===== src/rtl/mcr_pkg.sv =====
package mcr_pkg;
    localparam int MAX_PLANES = 32;

    function automatic int unsigned ones_in(input logic [MAX_PLANES-1:0] v);
        int unsigned n;
        n = 0;
        for (int b = 0; b < MAX_PLANES; b++) begin
            n += int'(v[b]);
        end
        return n;
    endfunction
endpackage


===== src/rtl/mcr_popcount.sv =====
module mcr_popcount #(
    parameter int K_PLANES = 3,
    parameter int CW       = $clog2(K_PLANES + 1)
) (
    input  logic [K_PLANES-1:0] bits_in,
    output logic [CW-1:0]       count
);
    import mcr_pkg::*;

    always_comb begin
        count = CW'(ones_in(MAX_PLANES'(bits_in)));
    end
endmodule


===== src/rtl/mcr_list_fifo.sv =====
module mcr_list_fifo #(
    parameter int W     = 2,
    parameter int DEPTH = 4
) (
    input  logic         clk,
    input  logic         rst_n,
    input  logic         push,
    input  logic [W-1:0] push_data,
    input  logic         pop,
    output logic [W-1:0] head,
    output logic         avail,
    output logic         ovf
);
    localparam int PW  = (DEPTH > 1) ? $clog2(DEPTH) : 1;
    localparam int CTW = $clog2(DEPTH + 1);

    typedef struct packed {
        logic [DEPTH-1:0][W-1:0] mem;
        logic [PW-1:0]           rd;
        logic [CTW-1:0]          cnt;
        logic                    ovf;
    } fst_t;

    fst_t st_d, st_q;

    always_comb begin
        logic do_pop, room, do_push;
        int   wi;
        st_d    = st_q;
        do_pop  = pop && (st_q.cnt != '0);
        room    = (st_q.cnt < CTW'(DEPTH)) || do_pop;
        do_push = push && room;
        wi      = (int'(st_q.rd) + int'(st_q.cnt)) % DEPTH;
        if (do_push) begin
            st_d.mem[PW'(wi)] = push_data;
        end
        if (push && !room) begin
            st_d.ovf = 1'b1;
        end
        if (do_pop) begin
            st_d.rd = (st_q.rd == PW'(DEPTH - 1)) ? '0 : st_q.rd + 1'b1;
        end
        st_d.cnt = st_q.cnt + CTW'(do_push) - CTW'(do_pop);
    end

    always_ff @(posedge clk) begin
        if (!rst_n) st_q <= '0;
        else        st_q <= st_d;
    end

    assign head  = st_q.mem[st_q.rd];
    assign avail = (st_q.cnt != '0);
    assign ovf   = st_q.ovf;
endmodule


===== src/rtl/mcr_match_recorder.sv =====
module mcr_match_recorder #(
    parameter int N_PORTS  = 4,
    parameter int K_PLANES = 3,
    parameter int DEPTH    = 4,
    parameter int IW       = (N_PORTS > 1) ? $clog2(N_PORTS) : 1,
    parameter int CW       = $clog2(K_PLANES + 1)
) (
    input  logic                           clk,
    input  logic                           rst_n,
    input  logic                           slot_valid,
    input  logic [N_PORTS-1:0]             match_vld,
    input  logic [N_PORTS*IW-1:0]          match_out,
    input  logic [K_PLANES*N_PORTS*N_PORTS-1:0] voq_nonempty,
    input  logic [N_PORTS-1:0]             mux_pop,
    output logic [K_PLANES*N_PORTS-1:0]    plane_vld,
    output logic [K_PLANES*N_PORTS*IW-1:0] plane_out,
    output logic [N_PORTS-1:0]             dmx_rst_vld,
    output logic [N_PORTS*IW-1:0]          dmx_rst_out,
    output logic [N_PORTS-1:0]             mux_req,
    output logic [N_PORTS*CW-1:0]          mux_cnt,
    output logic [N_PORTS*CW-1:0]          list_head,
    output logic [N_PORTS-1:0]             list_avail,
    output logic [N_PORTS-1:0]             list_ovf
);
    localparam int PN = K_PLANES * N_PORTS;

    typedef struct packed {
        logic [N_PORTS-1:0]          dmx_vld;
        logic [N_PORTS-1:0][IW-1:0]  dmx_out;
        logic [N_PORTS-1:0]          req;
        logic [N_PORTS-1:0][CW-1:0]  cnt;
        logic [PN-1:0]               pl_vld;
        logic [PN-1:0][IW-1:0]       pl_out;
    } st_t;

    st_t st_d, st_q;

    logic [N_PORTS-1:0]         out_push;
    logic [N_PORTS-1:0]         out_low;
    logic [N_PORTS-1:0][IW-1:0] out_src;
    logic [N_PORTS-1:0][CW-1:0] out_p;

    for (genvar j = 0; j < N_PORTS; j++) begin : g_out
        logic               hit_j;
        logic [IW-1:0]      src_j;
        logic [K_PLANES-1:0] tags_j;
        logic [CW-1:0]      p_j;

        always_comb begin
            hit_j = 1'b0;
            src_j = '0;
            for (int i = N_PORTS - 1; i >= 0; i--) begin
                if (slot_valid && match_vld[i] &&
                    match_out[i*IW +: IW] == IW'(j)) begin
                    hit_j = 1'b1;
                    src_j = IW'(i);
                end
            end
            for (int l = 0; l < K_PLANES; l++) begin
                tags_j[l] = voq_nonempty[(l*N_PORTS + int'(src_j))*N_PORTS + j];
            end
        end

        mcr_popcount #(.K_PLANES(K_PLANES), .CW(CW)) u_pc (
            .bits_in (tags_j),
            .count   (p_j)
        );

        assign out_push[j] = hit_j && (p_j != '0);
        assign out_low[j]  = out_push[j] && (p_j < CW'(K_PLANES));
        assign out_src[j]  = src_j;
        assign out_p[j]    = p_j;

        mcr_list_fifo #(.W(CW), .DEPTH(DEPTH)) u_list (
            .clk       (clk),
            .rst_n     (rst_n),
            .push      (out_push[j]),
            .push_data (p_j),
            .pop       (mux_pop[j]),
            .head      (list_head[j*CW +: CW]),
            .avail     (list_avail[j]),
            .ovf       (list_ovf[j])
        );
    end

    always_comb begin
        st_d = '0;
        for (int j = 0; j < N_PORTS; j++) begin
            st_d.req[j] = out_low[j];
            st_d.cnt[j] = out_low[j] ? out_p[j] : '0;
            if (out_low[j]) begin
                st_d.dmx_vld[out_src[j]] = 1'b1;
                st_d.dmx_out[out_src[j]] = IW'(j);
            end
        end
        for (int l = 0; l < K_PLANES; l++) begin
            for (int i = 0; i < N_PORTS; i++) begin
                st_d.pl_vld[l*N_PORTS + i] = slot_valid && match_vld[i];
                st_d.pl_out[l*N_PORTS + i] = slot_valid ? match_out[i*IW +: IW] : '0;
            end
        end
    end

    always_ff @(posedge clk) begin
        if (!rst_n) st_q <= '0;
        else        st_q <= st_d;
    end

    assign plane_vld   = st_q.pl_vld;
    assign plane_out   = st_q.pl_out;
    assign dmx_rst_vld = st_q.dmx_vld;
    assign dmx_rst_out = st_q.dmx_out;
    assign mux_req     = st_q.req;
    assign mux_cnt     = st_q.cnt;
endmodule


===== config.mk =====
export PLATFORM = sky130hd
export DESIGN_NAME = mcr_match_recorder
export DESIGN_NICKNAME = d
export VERILOG_FILES = /design/src/rtl/mcr_pkg.sv /design/src/rtl/mcr_popcount.sv /design/src/rtl/mcr_list_fifo.sv /design/src/rtl/mcr_match_recorder.sv
export SDC_FILE = /design/constraint.sdc
export NUM_CORES = 1
export LEC_CHECK = 0
export ABC_CLOCK_PERIOD_IN_PS = 11850
export BUFFER_PORTS_ARGS = -buffer_cell sky130_fd_sc_hd__buf_2
export CAP_MARGIN = 20
export CORE_ASPECT_RATIO = 2
export CORE_UTILIZATION = 40
export CTS_CLUSTER_SIZE = 12
export DETAILED_ROUTE_END_ITERATION = 10
export GPL_ROUTABILITY_DRIVEN = 1
export SKIP_LAST_GASP = 1
export SYNTH_ARGS = -nofsm -noshare
export SYNTH_HDL_FRONTEND = slang
export SYNTH_HIERARCHICAL = 1
export SYNTH_SLANG_ARGS = --single-unit

===== constraint.sdc =====
create_clock -name clk -period 11.85 [get_ports clk]
set_input_delay 3.555 -clock clk [delete_from_list [all_inputs] [get_ports clk]]
set_output_delay 3.555 -clock clk [all_outputs]
set_load 0.005 [all_outputs]

==> After elaboration in Yosys (flattened, before gate mapping) <==
Cells that the tools add are included.
{ "totals": {"reg_bits": 100, "in_bits": 67, "out_inout_bits": 76, "word_cells": 332} }
{ "classes": {"addsub": 41, "magnitude_cmp": 40, "eq_ne": 16, "mux": 109, "bitwise": 10, "reduce_logical": 73} }
{ "op_table": {"columns": ["op", "n"], "rows": [
  ["$mux 2", 31],
  ["$bmux 1 s6", 9],
  ["$logic_and 1x1->1", 48],
  ["$mux 12", 4],
  ["$mux 1", 43],
  ["$bwmux 8", 4],
  ["$demux 2 s2", 7],
  ["$lt 7x7->1 const B", 4],
  ["$eq 2x2->1 const B", 12],
  ["$lt 2x3->1 const B", 8],
  ["$lt 8x7->1 const B", 3],
  ["$lt 5x7->1 const B", 3],
  ["$add 4x2->5 const A", 4],
  ["$or 4x4->4", 5],
  ["$add 3x2->4 const A", 4],
  ["$add 7x2->8 const B", 2],
  ["$bmux 2 s2", 4],
  ["$ge 2x1->1 const B", 8],
  ["$lt 2x4->1 const B", 4],
  ["$add 6x2->7 const B", 2],
  ["$add 3x1->3", 4],
  ["$lt 3x3->1 const B", 4],
  ["$reduce_bool 3->1", 4],
  ["$sub 3x1->3", 4],
  ["23 further kinds", 64]
]} }

==> Depth between registers and ports, before layout <==
{ "logic_depth": {"depth_word": 22, "depth_mapped": 17, "ltp_nobuf": 15} }

==> By module <==
Netlist, hierarchy kept.
{ "modules_own_cells": {"columns": ["module", "n_inst", "cells_each", "area_per_inst_um2", "seq_area_each_um2"], "rows": [
  ["mcr_match_recorder", 1, 216, 2064.5, 720.7],
  ["mcr_list_fifo (g_out[0].u_list ...)", 3, 60, 660.6, 280.3],
  ["mcr_list_fifo (g_out[3].u_list)", 1, 60, 654.4, 280.3],
  ["mcr_popcount", 4, 1, 20.0, 0.0]
]} }

==> Least setup slack after synthesis <==
No wires, ideal clock.
{ "synth_timing": {"path_type": "in2reg", "from": "input slot_valid", "to": "register g_out[3].u_list/st_q[3] (netlist bit)", "setup_ns": 0.115, "arrival_ns": 6.847, "required_ns": 11.735, "path_slack_ns": 4.889, "stages": 17, "n_path_buf": 2, "cell_sequence": "buf_4 -> buf_6 -> and4_1 -> and2_1 -> a32o_1 -> a221o_1 -> fa_1 -> nor2_1 -> a31oi_1 -> nand2_1 -> ha_1 -> inv_1 -> ha_1 -> fa_1 -> xor2_1 -> xnor2_1 -> and2_1"} }
{ "synth_between": {"word_cells_on_any_way": 37, "classes_between": "add/sub (9); mux (17); reduce/logical (11)"} }
{ "synth_rtl": {"columns": ["element", "line", "source"], "rows": [
  ["start, declared", "mcr_match_recorder.sv:10", "input logic slot_valid,"],
  ["$logic_and 1x1->1 (2 in series)", "mcr_match_recorder.sv:53", "if (slot_valid && match_vld[i] &&"],
  ["$mux 2 (3 in series)", "mcr_match_recorder.sv:53", null],
  ["$mux 2 (*)", "mcr_match_recorder.sv:53", null],
  ["$add 4x2->5 (*)", "mcr_match_recorder.sv:60", "tags_j[l] = voq_nonempty[(l*N_PORTS + int'(src_j))*N_PORTS + j];"],
  ["$bmux 1 s6 (*)", "mcr_match_recorder.sv:60", null],
  ["$mux 1 (not written as such) (*) (2 in series)", "mcr_match_recorder.sv:60", null],
  ["named net g_out[3].tags_j[0]", "mcr_match_recorder.sv:46", "logic [K_PLANES-1:0] tags_j;"],
  ["$add 1x1->2 (*)", "mcr_pkg.sv:8", "n += int'(v[b]);"],
  ["$add 2x1->2 (*)", "mcr_pkg.sv:8", null],
  ["named net g_out[3].p_j[0]", "mcr_match_recorder.sv:47", "logic [CW-1:0] p_j;"],
  ["$reduce_bool 2->1 (*)", "mcr_match_recorder.sv:69", "assign out_push[j] = hit_j && (p_j != '0);"],
  ["$logic_and 1x1->1 (*)", "mcr_match_recorder.sv:69", null],
  ["named net out_push[3]", "mcr_match_recorder.sv:38", "logic [N_PORTS-1:0] out_push;"],
  ["$logic_and 1x1->1 (*)", "mcr_list_fifo.sv:32", "do_push = push && room;"],
  ["$add 3x1->3 (*)", "mcr_list_fifo.sv:43", "st_d.cnt = st_q.cnt + CTW'(do_push) - CTW'(do_pop);"],
  ["$sub 3x1->3 (*)", "mcr_list_fifo.sv:43", null],
  ["end signal, assigned", "mcr_list_fifo.sv:48", "else st_q <= st_d;"],
  ["end, declared", "mcr_list_fifo.sv:24", "fst_t st_d, st_q;"]
]} }
Mark *: on every way through the listed nets, which the timed path passes. The rest lies on a longest branch. The select of a mux whose other input is x is not followed.
A chain may end at the register's enable or synchronous reset.

==> Worst setup path in the final report <==
{ "layout_timing": {"from": "input slot_valid", "to": "register g_out[0].u_list/st_q[3] (netlist bit)"} }
{ "layout_between": {"word_cells_on_any_way": 33, "classes_between": "add/sub (6); mux (16); reduce/logical (11)"} }
{ "layout_rtl": {"columns": ["element", "line"], "rows": [
  ["$logic_and 1x1->1 (2 in series)", "mcr_match_recorder.sv:53"],
  ["$mux 2 (3 in series)", "mcr_match_recorder.sv:53"],
  ["$mux 2 (*)", "mcr_match_recorder.sv:53"],
  ["$bmux 1 s2 (*)", "mcr_match_recorder.sv:60"],
  ["$mux 1 (not written as such) (*)", "mcr_match_recorder.sv:60"],
  ["named net g_out[0].tags_j[0]", "mcr_match_recorder.sv:46"],
  ["$add 1x1->2 (*)", "mcr_pkg.sv:8"],
  ["$add 2x1->2 (*)", "mcr_pkg.sv:8"],
  ["named net g_out[0].p_j[0]", "mcr_match_recorder.sv:47"],
  ["$reduce_bool 2->1 (*)", "mcr_match_recorder.sv:69"],
  ["$logic_and 1x1->1 (*)", "mcr_match_recorder.sv:69"],
  ["named net out_push[0]", "mcr_match_recorder.sv:38"],
  ["$logic_and 1x1->1 (*)", "mcr_list_fifo.sv:32"],
  ["$add 3x1->3 (*)", "mcr_list_fifo.sv:43"],
  ["$sub 3x1->3 (*)", "mcr_list_fifo.sv:43"],
  ["end signal, assigned", "mcr_list_fifo.sv:48"],
  ["end, declared", "mcr_list_fifo.sv:24"]
]} }
Marked as above.

==> flow_summary.ini <==
[clocking]
holdBufCountCts = 0
clock_latency_ps = 340
clockRootBuffer = clkbuf_16
cts_tree = built
clk_path_buf_depth = 2
clock-sinks = 92
htree_levels = 3
post-cts-setup-buffer-count = 0
cts_buffers = 9
cts.repair.resized = 0
clkTransAtPathRegs_ps = 60

[synthesis]
synth.distinct_cells = 65
ys_seq_elements = 92
synth_top_area_share_pct = 38.5
synth_ff_type = dfxtp_1
synth_common_cells = 92 x dfxtp_1, 47 x nand2_1, 35 x and2_1, 26 x buf_4, 21 x inv_1
synth_most_common_cell = dfxtp_1
ys_warn_count = 6
yosysTopAreaCell = dfxtp_1
syn_area_mm2 = 0.00478
synth_cells = 460
yosys-top-cells-area = dfxtp_1 39%, and2_1 4.6%, ha_1 4.2%, mux2i_1 4.2%, buf_4 4.1%
synth_edf_count = 0
synthesis.nets = 551
async_reset_ff_share_pct = 0
seq_area_frac_synth_pct = 38.5
syn_avg_cell_area_um2 = 10.4

[global_route]
antenna_found_initial = 0
gr-usage-all-layers_pct = 20.0
grt_max_degree = 85
grt-ovfl-total = 0
grt_pass1_vias = 3913
grt_pass1_wl_um = 18800

[power_and_ir_drop]
pwr-share-seq_pct = 41.4
ir_drop_v = 0.0000946
power_leakage_nw = 2.77
power_switching_share_pct = 30.3
share_comb_of_total_power_pct = 28.8
power_density_mw_per_mm2 = 162
pwr-share-clk_pct = 29.7
internal_power_mw = 0.648
switchingPower_mw = 0.281

[critical_path]
cp_top_family = adder cells
cp_max_fo = 38
reg2reg_depth = 9
cp.depth = 16
r2r_setup_slack_ps = 9320
crit_chain = buf_2, and4bb_1, nor2_1, a32o_1, a221o_1, fa_1, nor2_1, nor2_1, nand2_1, ha_1, inv_1, ha_1, fa_1, xor2_1, xnor2_1, and2_1
setup.worst_path.end = g_out[0].u_list/st_q[3]
cp_common_cell = nor2_1
regToRegStartpoint = g_out[2].u_list/st_q[2]
crit_path_top_delay_cell = fa_1
arrival_ps = 7570
startpoint = slot_valid
r2r_end = g_out[2].u_list/st_q[3]
setup.worst_path.start_class = input pin
crit_buf_inv = 2
critPathKind = in2reg
cp-end-kind = flip-flop
max_stage_delay_ps = 630
cp.required_ps = 12080

[sta]
tightest_slew_ps = 734
clock.fmax_mhz = 136
finalSetupTns_ps = 0
drv_slew = 0
slew_headroom_pct = 51.0
setup_viol = 0
finClkSkew_ps = 6.48
hold_violations = 0
rsz0062_at_grt = no
period_share_pct = 61.9
min_period_ps = 7340

[route]
antenna_left = 0
top_layer = met4
drc = 0
drt_wl_total_um = 12100
first_iter_violations = 113
wire_per_inst_um = 16.7
wl_met2_um = 6790
m1WireLength_um = 4440
first_pass_iters = 4
route.vias.total = 3876
dr_wl_met3_um = 515
vias_per_cell = 5.33

[floorplanning]
core_mm2 = 0.0117
die_y_um = 157
die_x_um = 79.3
dieArea_mm2 = 0.0124
num_rows = 56
pin_count = 143
start_util_pct = 40.9

[finish]
layout-drive-gt1-share_pct = 31.3
area_growth_pct = 19.6
num_antenna_cells = 0
nets = 670
fin_cells = 727

[outcome]
status = completed

[placement]
dp_cells = 713
portBuffers = 142
dp_hpwl_um = 9450
globalplace.congestion = 0.826

[worst_hold_path]
hp-start = g_out[3].u_list/st_q[11]
hold_path_class = reg2reg

[job]
maxCapViolations = 0
layout by cell type (no fill, tap or decap), types with 6 or more instances in the layout:
cell         n
or3_1        8
nand2_1     47
nor2b_1      6
ha_1        16
clkbuf_16    9
inv_1       21
buf_2      142
a221o_1     11
fa_1         8
mux4_1       6
a32o_1       6
mux2i_1     20
nor2_1      14
nand2b_1     6
and3_1      11
dfxtp_1     92
nand4b_1     8
nand4_1      8
and2_1      35
xor2_1       7
power groups by stage:
stage               Sequential (mW)  Clock (mW)  Combinational, mW
floorplan                     0.380           0              0.198
global route                  0.390       0.298              0.304
CTS                           0.385       0.286              0.273
finish                        0.385       0.276              0.268
detailed placement            0.392           0              0.271
global placement              0.390           0              0.260
flip-flops by register name (all words and copies together), names as in the netlist:
name / flops
mux_req: 4
dmx_rst_vld: 4
plane_vld: 4
mux_cnt: 8
g_out.u_list/st_q: 52
g_out.u_list/ovf: 4
plane_out: 8
dmx_rst_out: 8
worst min-delay path by stage:
| stage | to | slack, ps | depth (start not counted) |
|---|---|---|---|
| CTS | g_out[1].u_list/st_q[8] | 460 | 2 |
| global route | g_out[3].u_list/st_q[10] | 470 | 1 |
| global placement | g_out[1].u_list/st_q[12] | 430 | 1 |
| finish | g_out[3].u_list/st_q[11] | 450 | 1 |
| floorplan | g_out[0].u_list/st_q[10] | 420 | 1 |
| detailed placement | g_out[3].u_list/st_q[11] | 440 | 1 |
per-stage QoR:
stage | hold WS (ps) | power, mW | utilization (%) | instance area (µm²) | worst slack (ps)
global placement | 435 | 0.649 | 46.5 | 5440 | 4300
floorplan | 421 | 0.578 | - | 4780 | 4890
global route | 469 | 0.992 | 48.9 | 5720 | 4230
CTS | 456 | 0.944 | 48.9 | 5720 | 4520
detailed placement | 438 | 0.663 | 46.5 | 5440 | 4160
finish | 453 | 0.929 | 48.9 | 5720 | 4510
final cells by class:
class                   instances  area (µm²)
clock inverters                 4        51.3
well taps                     145         181
flip-flops and latches         92        1840
clock buffers                  10         229
repair buffers                143         718
inverters                      21        78.8
fillers                      1115        5980
multi-input cells             312        2620
cell families after synthesis:
group | synth area share [%]
AND/OR/NAND/NOR | 24.6
flip-flops | 38.5
AO/OA/AOI/OAI | 10.3
buffers and inverters | 6.75
multiplexers | 8.43
adder cells (fa/ha/maj) | 7.54
XOR/XNOR | 3.90
metal layers:
metal  vias to the layer above  GRT usage (%)
met5                         -              0
met4                         0           11.0
met3                        32           3.85
met2                       124           38.2
met1                      1842           19.5
li1                       1878              -
(Power assumes the default switching activity.)
